[config.mk]
export PLATFORM = sky130hd
export DESIGN_NAME = sgnj_unit
export DESIGN_NICKNAME = d
export VERILOG_FILES = /design/src/rtl/sgnj_pkg.sv /design/src/rtl/sgnj_decode.sv /design/src/rtl/sgnj_elem.sv /design/src/rtl/sgnj_ew_path.sv /design/src/rtl/sgnj_unit.sv
export SDC_FILE = /design/constraint.sdc
export NUM_CORES = 1
export LEC_CHECK = 0
export ABC_AREA = 1
export BUFFER_PORTS_ARGS = -buffer_cell sky130_fd_sc_hd__buf_4
export CAP_MARGIN = 10
export CORE_UTILIZATION = 25
export DETAILED_ROUTE_END_ITERATION = 16
export PLACE_DENSITY_LB_ADDON = 0.08
export SYNTH_ARGS = -nofsm -noshare
export SYNTH_HDL_FRONTEND = slang
export SYNTH_HIERARCHICAL = 1
export SYNTH_SLANG_ARGS = --single-unit
[constraint.sdc]
create_clock -name clk -period 10.4 [get_ports clk]
set_input_delay 2.08 -clock clk [delete_from_list [all_inputs] [get_ports clk]]
set_output_delay 2.08 -clock clk [all_outputs]
set_load 0.05 [all_outputs]
[src/rtl/sgnj_pkg.sv]
package sgnj_pkg;

  localparam logic [6:0] OPC_VFP     = 7'b1010111;
  localparam logic [5:0] F6_COPY     = 6'b001000;
  localparam logic [5:0] F6_FLIP     = 6'b001001;
  localparam logic [5:0] F6_XOR      = 6'b001010;
  localparam logic [2:0] F3_VECVEC   = 3'b001;
  localparam logic [2:0] F3_VECSCAL  = 3'b101;
  localparam int         SCAL_W      = 64;

  typedef enum logic [1:0] {
    SGN_COPY = 2'd0,
    SGN_FLIP = 2'd1,
    SGN_XOR  = 2'd2,
    SGN_NONE = 2'd3
  } sgn_op_e;

  typedef struct packed {
    logic    legal;
    sgn_op_e op;
    logic    scalar_form;
    logic    mask_on;
    logic [4:0] vd;
  } sgn_ctrl_t;

endpackage

[src/rtl/sgnj_decode.sv]
module sgnj_decode
  import sgnj_pkg::*;
(
  input  logic [31:0] instr,
  input  logic [1:0]  ew_sel,
  output sgn_ctrl_t   ctrl
);

  logic [5:0] f6;
  logic [2:0] f3;
  logic       form_ok;
  logic       unused_fields;

  assign f6 = instr[31:26];
  assign f3 = instr[14:12];
  assign unused_fields = ^instr[24:15];

  always_comb begin
    ctrl.op = SGN_NONE;
    case (f6)
      F6_COPY: ctrl.op = SGN_COPY;
      F6_FLIP: ctrl.op = SGN_FLIP;
      F6_XOR:  ctrl.op = SGN_XOR;
      default: ctrl.op = SGN_NONE;
    endcase
    form_ok          = (f3 == F3_VECVEC) || (f3 == F3_VECSCAL);
    ctrl.scalar_form = (f3 == F3_VECSCAL);
    ctrl.mask_on     = ~instr[25];
    ctrl.vd          = instr[11:7];
    ctrl.legal       = (instr[6:0] == OPC_VFP) && (ctrl.op != SGN_NONE) &&
                       form_ok && (ew_sel != 2'd3);
  end

endmodule

[src/rtl/sgnj_elem.sv]
module sgnj_elem
  import sgnj_pkg::*;
#(
  parameter int EW = 32
) (
  input  sgn_op_e       op,
  input  logic [EW-1:0] a,
  input  logic          b_sign,
  output logic [EW-1:0] r
);

  logic s;

  always_comb begin
    case (op)
      SGN_COPY: s = b_sign;
      SGN_FLIP: s = ~b_sign;
      SGN_XOR:  s = a[EW-1] ^ b_sign;
      default:  s = a[EW-1];
    endcase
  end

  assign r = {s, a[EW-2:0]};

endmodule

[src/rtl/sgnj_ew_path.sv]
module sgnj_ew_path
  import sgnj_pkg::*;
#(
  parameter int VLEN  = 128,
  parameter int EW    = 32,
  parameter int MAX_E = 8,
  parameter int VL_W  = 4,
  localparam int NE   = VLEN / EW
) (
  input  sgn_op_e           op,
  input  logic              scalar_form,
  input  logic              mask_on,
  input  logic [VL_W-1:0]   vl,
  input  logic [VLEN-1:0]   vs2,
  input  logic [VLEN-1:0]   vs1,
  input  logic [VLEN-1:0]   old,
  input  logic [SCAL_W-1:0] scalar,
  input  logic [MAX_E-1:0]  mask,
  output logic [VLEN-1:0]   data,
  output logic [MAX_E-1:0]  we
);

  logic unused_bits;
  assign unused_bits = ^{vs1, scalar, mask};

  for (genvar i = 0; i < NE; i++) begin : g_el
    logic [EW-1:0] a;
    logic [EW-1:0] r;
    logic          b_sign;
    logic          tail;
    logic          keep;

    assign a      = vs2[i*EW +: EW];
    assign b_sign = scalar_form ? scalar[EW-1] : vs1[i*EW + EW - 1];

    sgnj_elem #(.EW(EW)) u_elem (
      .op     (op),
      .a      (a),
      .b_sign (b_sign),
      .r      (r)
    );

    // tail, R9 mask
    assign tail = (int'(vl) <= i);
    assign keep = mask_on && !mask[i];
    assign data[i*EW +: EW] = tail ? '0 : (keep ? old[i*EW +: EW] : r);
    assign we[i] = tail | ~keep;
  end

  if (MAX_E > NE) begin : g_we_pad
    assign we[MAX_E-1:NE] = '0;
  end

endmodule

[src/rtl/sgnj_unit.sv]
module sgnj_unit
  import sgnj_pkg::*;
#(
  parameter int VLEN   = 128,
  localparam int MAX_E = VLEN / 16,
  localparam int VL_W  = $clog2(MAX_E + 1)
) (
  input  logic              clk,
  input  logic              rst_n,
  input  logic              in_valid,
  input  logic [31:0]       instr,
  input  logic [1:0]        ew_sel,
  input  logic [VL_W-1:0]   vl,
  input  logic [VLEN-1:0]   vs2_data,
  input  logic [VLEN-1:0]   vs1_data,
  input  logic [SCAL_W-1:0] scalar,
  input  logic [MAX_E-1:0]  mask,
  input  logic [VLEN-1:0]   vd_old,
  output logic [VLEN-1:0]   res_data,
  output logic [MAX_E-1:0]  res_we,
  output logic              res_done,
  output logic              res_illegal,
  output logic [4:0]        res_vd
);

  // reset: asserted asynchronously, released on a clock edge
  logic rst_s0, rst_q_n;
  always_ff @(posedge clk or negedge rst_n) begin
    if (!rst_n) begin
      rst_s0  <= 1'b0;
      rst_q_n <= 1'b0;
    end else begin
      rst_s0  <= 1'b1;
      rst_q_n <= rst_s0;
    end
  end

  sgn_ctrl_t ctrl;
  sgnj_decode u_dec (
    .instr  (instr),
    .ew_sel (ew_sel),
    .ctrl   (ctrl)
  );

  logic [VLEN-1:0]  path_data [3];
  logic [MAX_E-1:0] path_we   [3];

  for (genvar k = 0; k < 3; k++) begin : g_ew
    sgnj_ew_path #(
      .VLEN  (VLEN),
      .EW    (16 << k),
      .MAX_E (MAX_E),
      .VL_W  (VL_W)
    ) u_path (
      .op          (ctrl.op),
      .scalar_form (ctrl.scalar_form),
      .mask_on     (ctrl.mask_on),
      .vl          (vl),
      .vs2         (vs2_data),
      .vs1         (vs1_data),
      .old         (vd_old),
      .scalar      (scalar),
      .mask        (mask),
      .data        (path_data[k]),
      .we          (path_we[k])
    );
  end

  logic [VLEN-1:0]  data_q, data_n;
  logic [MAX_E-1:0] we_q, we_n;
  logic             done_q, done_n;
  logic             ill_q, ill_n;
  logic [4:0]       vd_q, vd_n;
  logic             upd_en;

  always_comb begin
    upd_en = in_valid & ctrl.legal;
    data_n = data_q;
    we_n   = '0;
    ill_n  = 1'b0;
    done_n = in_valid;
    vd_n   = vd_q;
    if (upd_en) begin
      case (ew_sel)
        2'd0:    begin data_n = path_data[0]; we_n = path_we[0]; end
        2'd1:    begin data_n = path_data[1]; we_n = path_we[1]; end
        default: begin data_n = path_data[2]; we_n = path_we[2]; end
      endcase
      vd_n = ctrl.vd;
    end else if (in_valid) begin
      ill_n = 1'b1;
    end
  end

  always_ff @(posedge clk or negedge rst_q_n) begin
    if (!rst_q_n) begin
      data_q <= '0;
      we_q   <= '0;
      done_q <= 1'b0;
      ill_q  <= 1'b0;
      vd_q   <= '0;
    end else begin
      done_q <= done_n;
      we_q   <= we_n;
      ill_q  <= ill_n;
      if (upd_en) begin
        data_q <= data_n;
        vd_q   <= vd_n;
      end
    end
  end

  assign res_data    = data_q;
  assign res_we      = we_q;
  assign res_done    = done_q;
  assign res_illegal = ill_q;
  assign res_vd      = vd_q;

  AST_DONE_FOLLOWS_VALID: assert property (@(posedge clk) disable iff (!rst_q_n)
    in_valid |=> res_done);
  AST_NO_STRAY_DONE: assert property (@(posedge clk) disable iff (!rst_q_n)
    !in_valid |=> (!res_done && res_we == '0 && $stable(res_data)));
  AST_ILLEGAL_NO_WRITE: assert property (@(posedge clk) disable iff (!rst_q_n)
    res_illegal |-> (res_done && res_we == '0));
  AST_ILLEGAL_HOLDS_DATA: assert property (@(posedge clk) disable iff (!rst_q_n)
    (in_valid && !ctrl.legal) |=> $stable(res_data));
  AST_MAG_FROM_VS2: assert property (@(posedge clk) disable iff (!rst_q_n)
    (in_valid && ctrl.legal && ew_sel == 2'd2 && vl != '0 && !ctrl.mask_on)
      |=> (res_data[62:0] == $past(vs2_data[62:0])));
  AST_TAIL_ZERO: assert property (@(posedge clk) disable iff (!rst_q_n)
    (in_valid && ctrl.legal && vl == '0) |=> (res_data == '0));

endmodule

==> qor.txt <==
Startpoint Class - primary input
GP Congestion - 0.7679
Die height - 287.4 um
Crit path largest cell delay - 0.70 ns
Pwr dens - 85.94 mW/mm^2
Hpwl dp - 53.76 mm
First-pass GRT wire length - 129.5 mm
First-pass DRT Iterations - 7
Clock-pin transition on the worst setup and hold timing paths - 0.07 ns
Worst reg2reg path depth - 2
Post-Syn Area - 0.02036 sq mm
Postcts setup bufs - 0
Warnings from Yosys - 6
# rows - 104
Remaining routing DRC violations - 0
FMAX - 217.2 MHz
Filler instances - 9,484
Critical path class - in -> reg
Placed instance area - 0.02115 sq mm
Worst endpoint required time - 10.80 ns
Num CTS Buffers - 17
WL/cell - 17.66 um
GRT overflow - 0
Min Clock Period, post-route - 4.603 ns
Worst-margin pin slew - 1.062 ns
Setup WS post-layout - 5.797 ns
IO Pins - 640
Crit Path Max Fanout - 107
Layout cells sized above 1 - 0.1484
CTS root buf - clkbuf_16
R2r setup slk - 8.57 ns
Post-route insts no fill - 4,882
Initial antenna violation count - 15
Sink Count - 145
Worst path cell trace - buf_6 > nand2_1 > inv_1 > nor2_1 > nand3_1 > nor2_1 > nand2_1 > inv_8 > buf_4 > nand2_1 > nor2_1 > nor2_1
Post-Route Setup TNS - 0 ns
Overall Power - 1.870 mW
CP max stage cell - buf_4
Antenna Nets Post-Route - 0
Clk_skew - 0.01235 ns
H-tree levels - 4
Setup Viol. Count Final - 0
Worst slew margin - 0.2917
Status - finished clean
Total Wirelength - 86.19 mm
Hold Crit Class - reg -> async
Setup crit end kind - flip-flop
Syn-to-layout area delta - 6.864%
Total global-route track usage - 0.2087
Vias in the first global route - 19,860
Worst hold slack - 0.1606 ns
Largest net degree at the start of global routing - 131
PortBufs - 448
Total die area - 0.08259 sq mm
Crit share post-route - 0.4426
Dpl cells - 4,844
Initial Util - 0.2528
Reg2reg end - res_data[62]
Via Count - 20,650
Core region area - 0.08055 sq mm
Final Hold Fails - 0
# nets final - 4,300
DR iter-0 viols - 1,341
RSZ-0062 raised after global routing - false
Worst path arrival time - 5.00 ns
Via-per-instance ratio - 4.230
Final instance area - 0.02176 sq mm
Max Slew Vio Count - 0
Maximum VDD drop - 0.0001152 V
Cts hold-fix bufs - 0
CTS tree - built
Post-synthesis sequential area ratio - 0.1782
Die width - 287.4 um
Maximum buffer depth of the clock tree - 2
CTS resizes - 0
Mapped Cells - 3,911
CP delay by family, top - buffers and inverters
Leakage - 13.63 nW
Worst path bufs/invs - 4
Top cell by count, worst path - nor2_1
Worst slack at placement - 5.118 ns
Avg Cell Area, Syn - 5.206 sq um
Synth cell types - 29
Seq cells post-synth - 145
Max-capacitance violation count - 0
Worst skew pair latency - 0.52 ns
Util after Layout - 0.2701
FF-to-FF Start - rst_q_n
cells in the mapped netlist:
cell	n	area [sq um]
inv_4	2	12.51
inv_2	3	11.26
buf_1	9	33.78
conb_1	3	11.26
a21oi_1	11	55.05
o21ai_1	6	30.03
clkbuf_2	1	5.000
dfrtp_1	145	3628
nand2_1	1419	5326
nor2_4	6	67.56
nand3_4	1	17.52
nand4_1	1	6.260
clkinv_2	1	5.000
buf_4	421	3161
buf_6	25	281.5
o21ai_0	52	260.3
nor2_1	920	3453
nor2_2	5	31.28
nand3_1	294	1471
clkbuf_1	40	150.1
clkbuf_8	2	27.53
nor2_8	1	20.02
clkinv_1	4	15.01
nand2_2	22	137.6
inv_1	392	1471
buf_2	113	565.5
a21oi_2	10	87.58
o211ai_1	1	7.510
nand2_4	1	11.26
kinds of logic after synthesis:
family	count (synthesis)	share of synthesized area
AO/OA/AOI/OAI	80	0.02163
buffers and inverters	1013	0.2819
flip-flops	145	0.1782
other	3	0.0005530
AND/OR/NAND/NOR	2670	0.5178
cell usage in the layout, fill, tap and decap left out, types with 2 or more instances in the layout:
cell type / count
nor2_4: 9
nand2_4: 4
nor2_2: 3
a21oi_2: 10
nor2_1: 919
nand2_1: 1416
dfrtp_1: 144
nand3_1: 293
clkinvlp_4: 3
diode_2: 7
buf_6: 2
nand2_2: 22
o21ai_1: 6
inv_6: 2
inv_2: 3
o21ai_0: 52
bufinv_16: 2
buf_4: 473
a21oi_1: 11
conb_1: 11
clkinv_1: 4
clkbuf_8: 4
clkinv_2: 4
inv_1: 390
clkbuf_16: 17
state kept, by name (all words and copies together), names as in the netlist:
signal,count
rst_q_n,1
res_data,128
res_vd,5
res_done,1
res_illegal,1
res_we,8
rst_s0,1
worst reg2reg max path, cell delays in order (launching register included):
cell     delay, ns
dfrtp_4       0.53
buf_4         0.60
buf_4         0.72
metal layers:
layer	part of all wire	vias to the layer above	track usage
met3	0.059	63	0.05484
met2	0.45	442	0.3329
met1	0.47	9201	0.2789
met4	0.011	22	0.04734
li1	-	10920	-
met5	0.0016	-	0
layout make-up:
| cell class | count | area [sq um] | share of cell area |
|---|---|---|---|
| well taps | 1060 | 1326 | 0.06095 |
| inverters | 402 | 1530 | 0.07032 |
| diodes | 7 | 17.52 | 0.0008050 |
| repair buffers | 476 | 3593 | 0.1651 |
| clock inverters | 9 | 106.4 | 0.004888 |
| flip-flops and latches | 145 | 3632 | 0.1669 |
| clock buffers | 22 | 484.2 | 0.02225 |
| multi-input cells | 2761 | 11070 | 0.5087 |
power by group:
group	leakage (nW)	internal [mW]	switching, mW
registers	2.02	0.566	0.00187
clock network	0.284	0.376	0.323
logic	11.3	0.216	0.388
how the worst max path moves through the flow:
stage | from | end | slack [ns] | cells after the start
after floorplan | rst_q_n | res_data[0] | 6.06 | 0
after global placement | ew_sel[1] | res_data[12] | 5.12 | 12
after detailed placement | ew_sel[1] | res_data[60] | 5.12 | 12
after CTS | ew_sel[1] | res_data[60] | 5.69 | 12
after global routing | ew_sel[1] | res_data[3] | 5.48 | 12
final | ew_sel[1] | res_data[60] | 5.80 | 12
No activity file was read; power rests on OpenSTA's default activity.
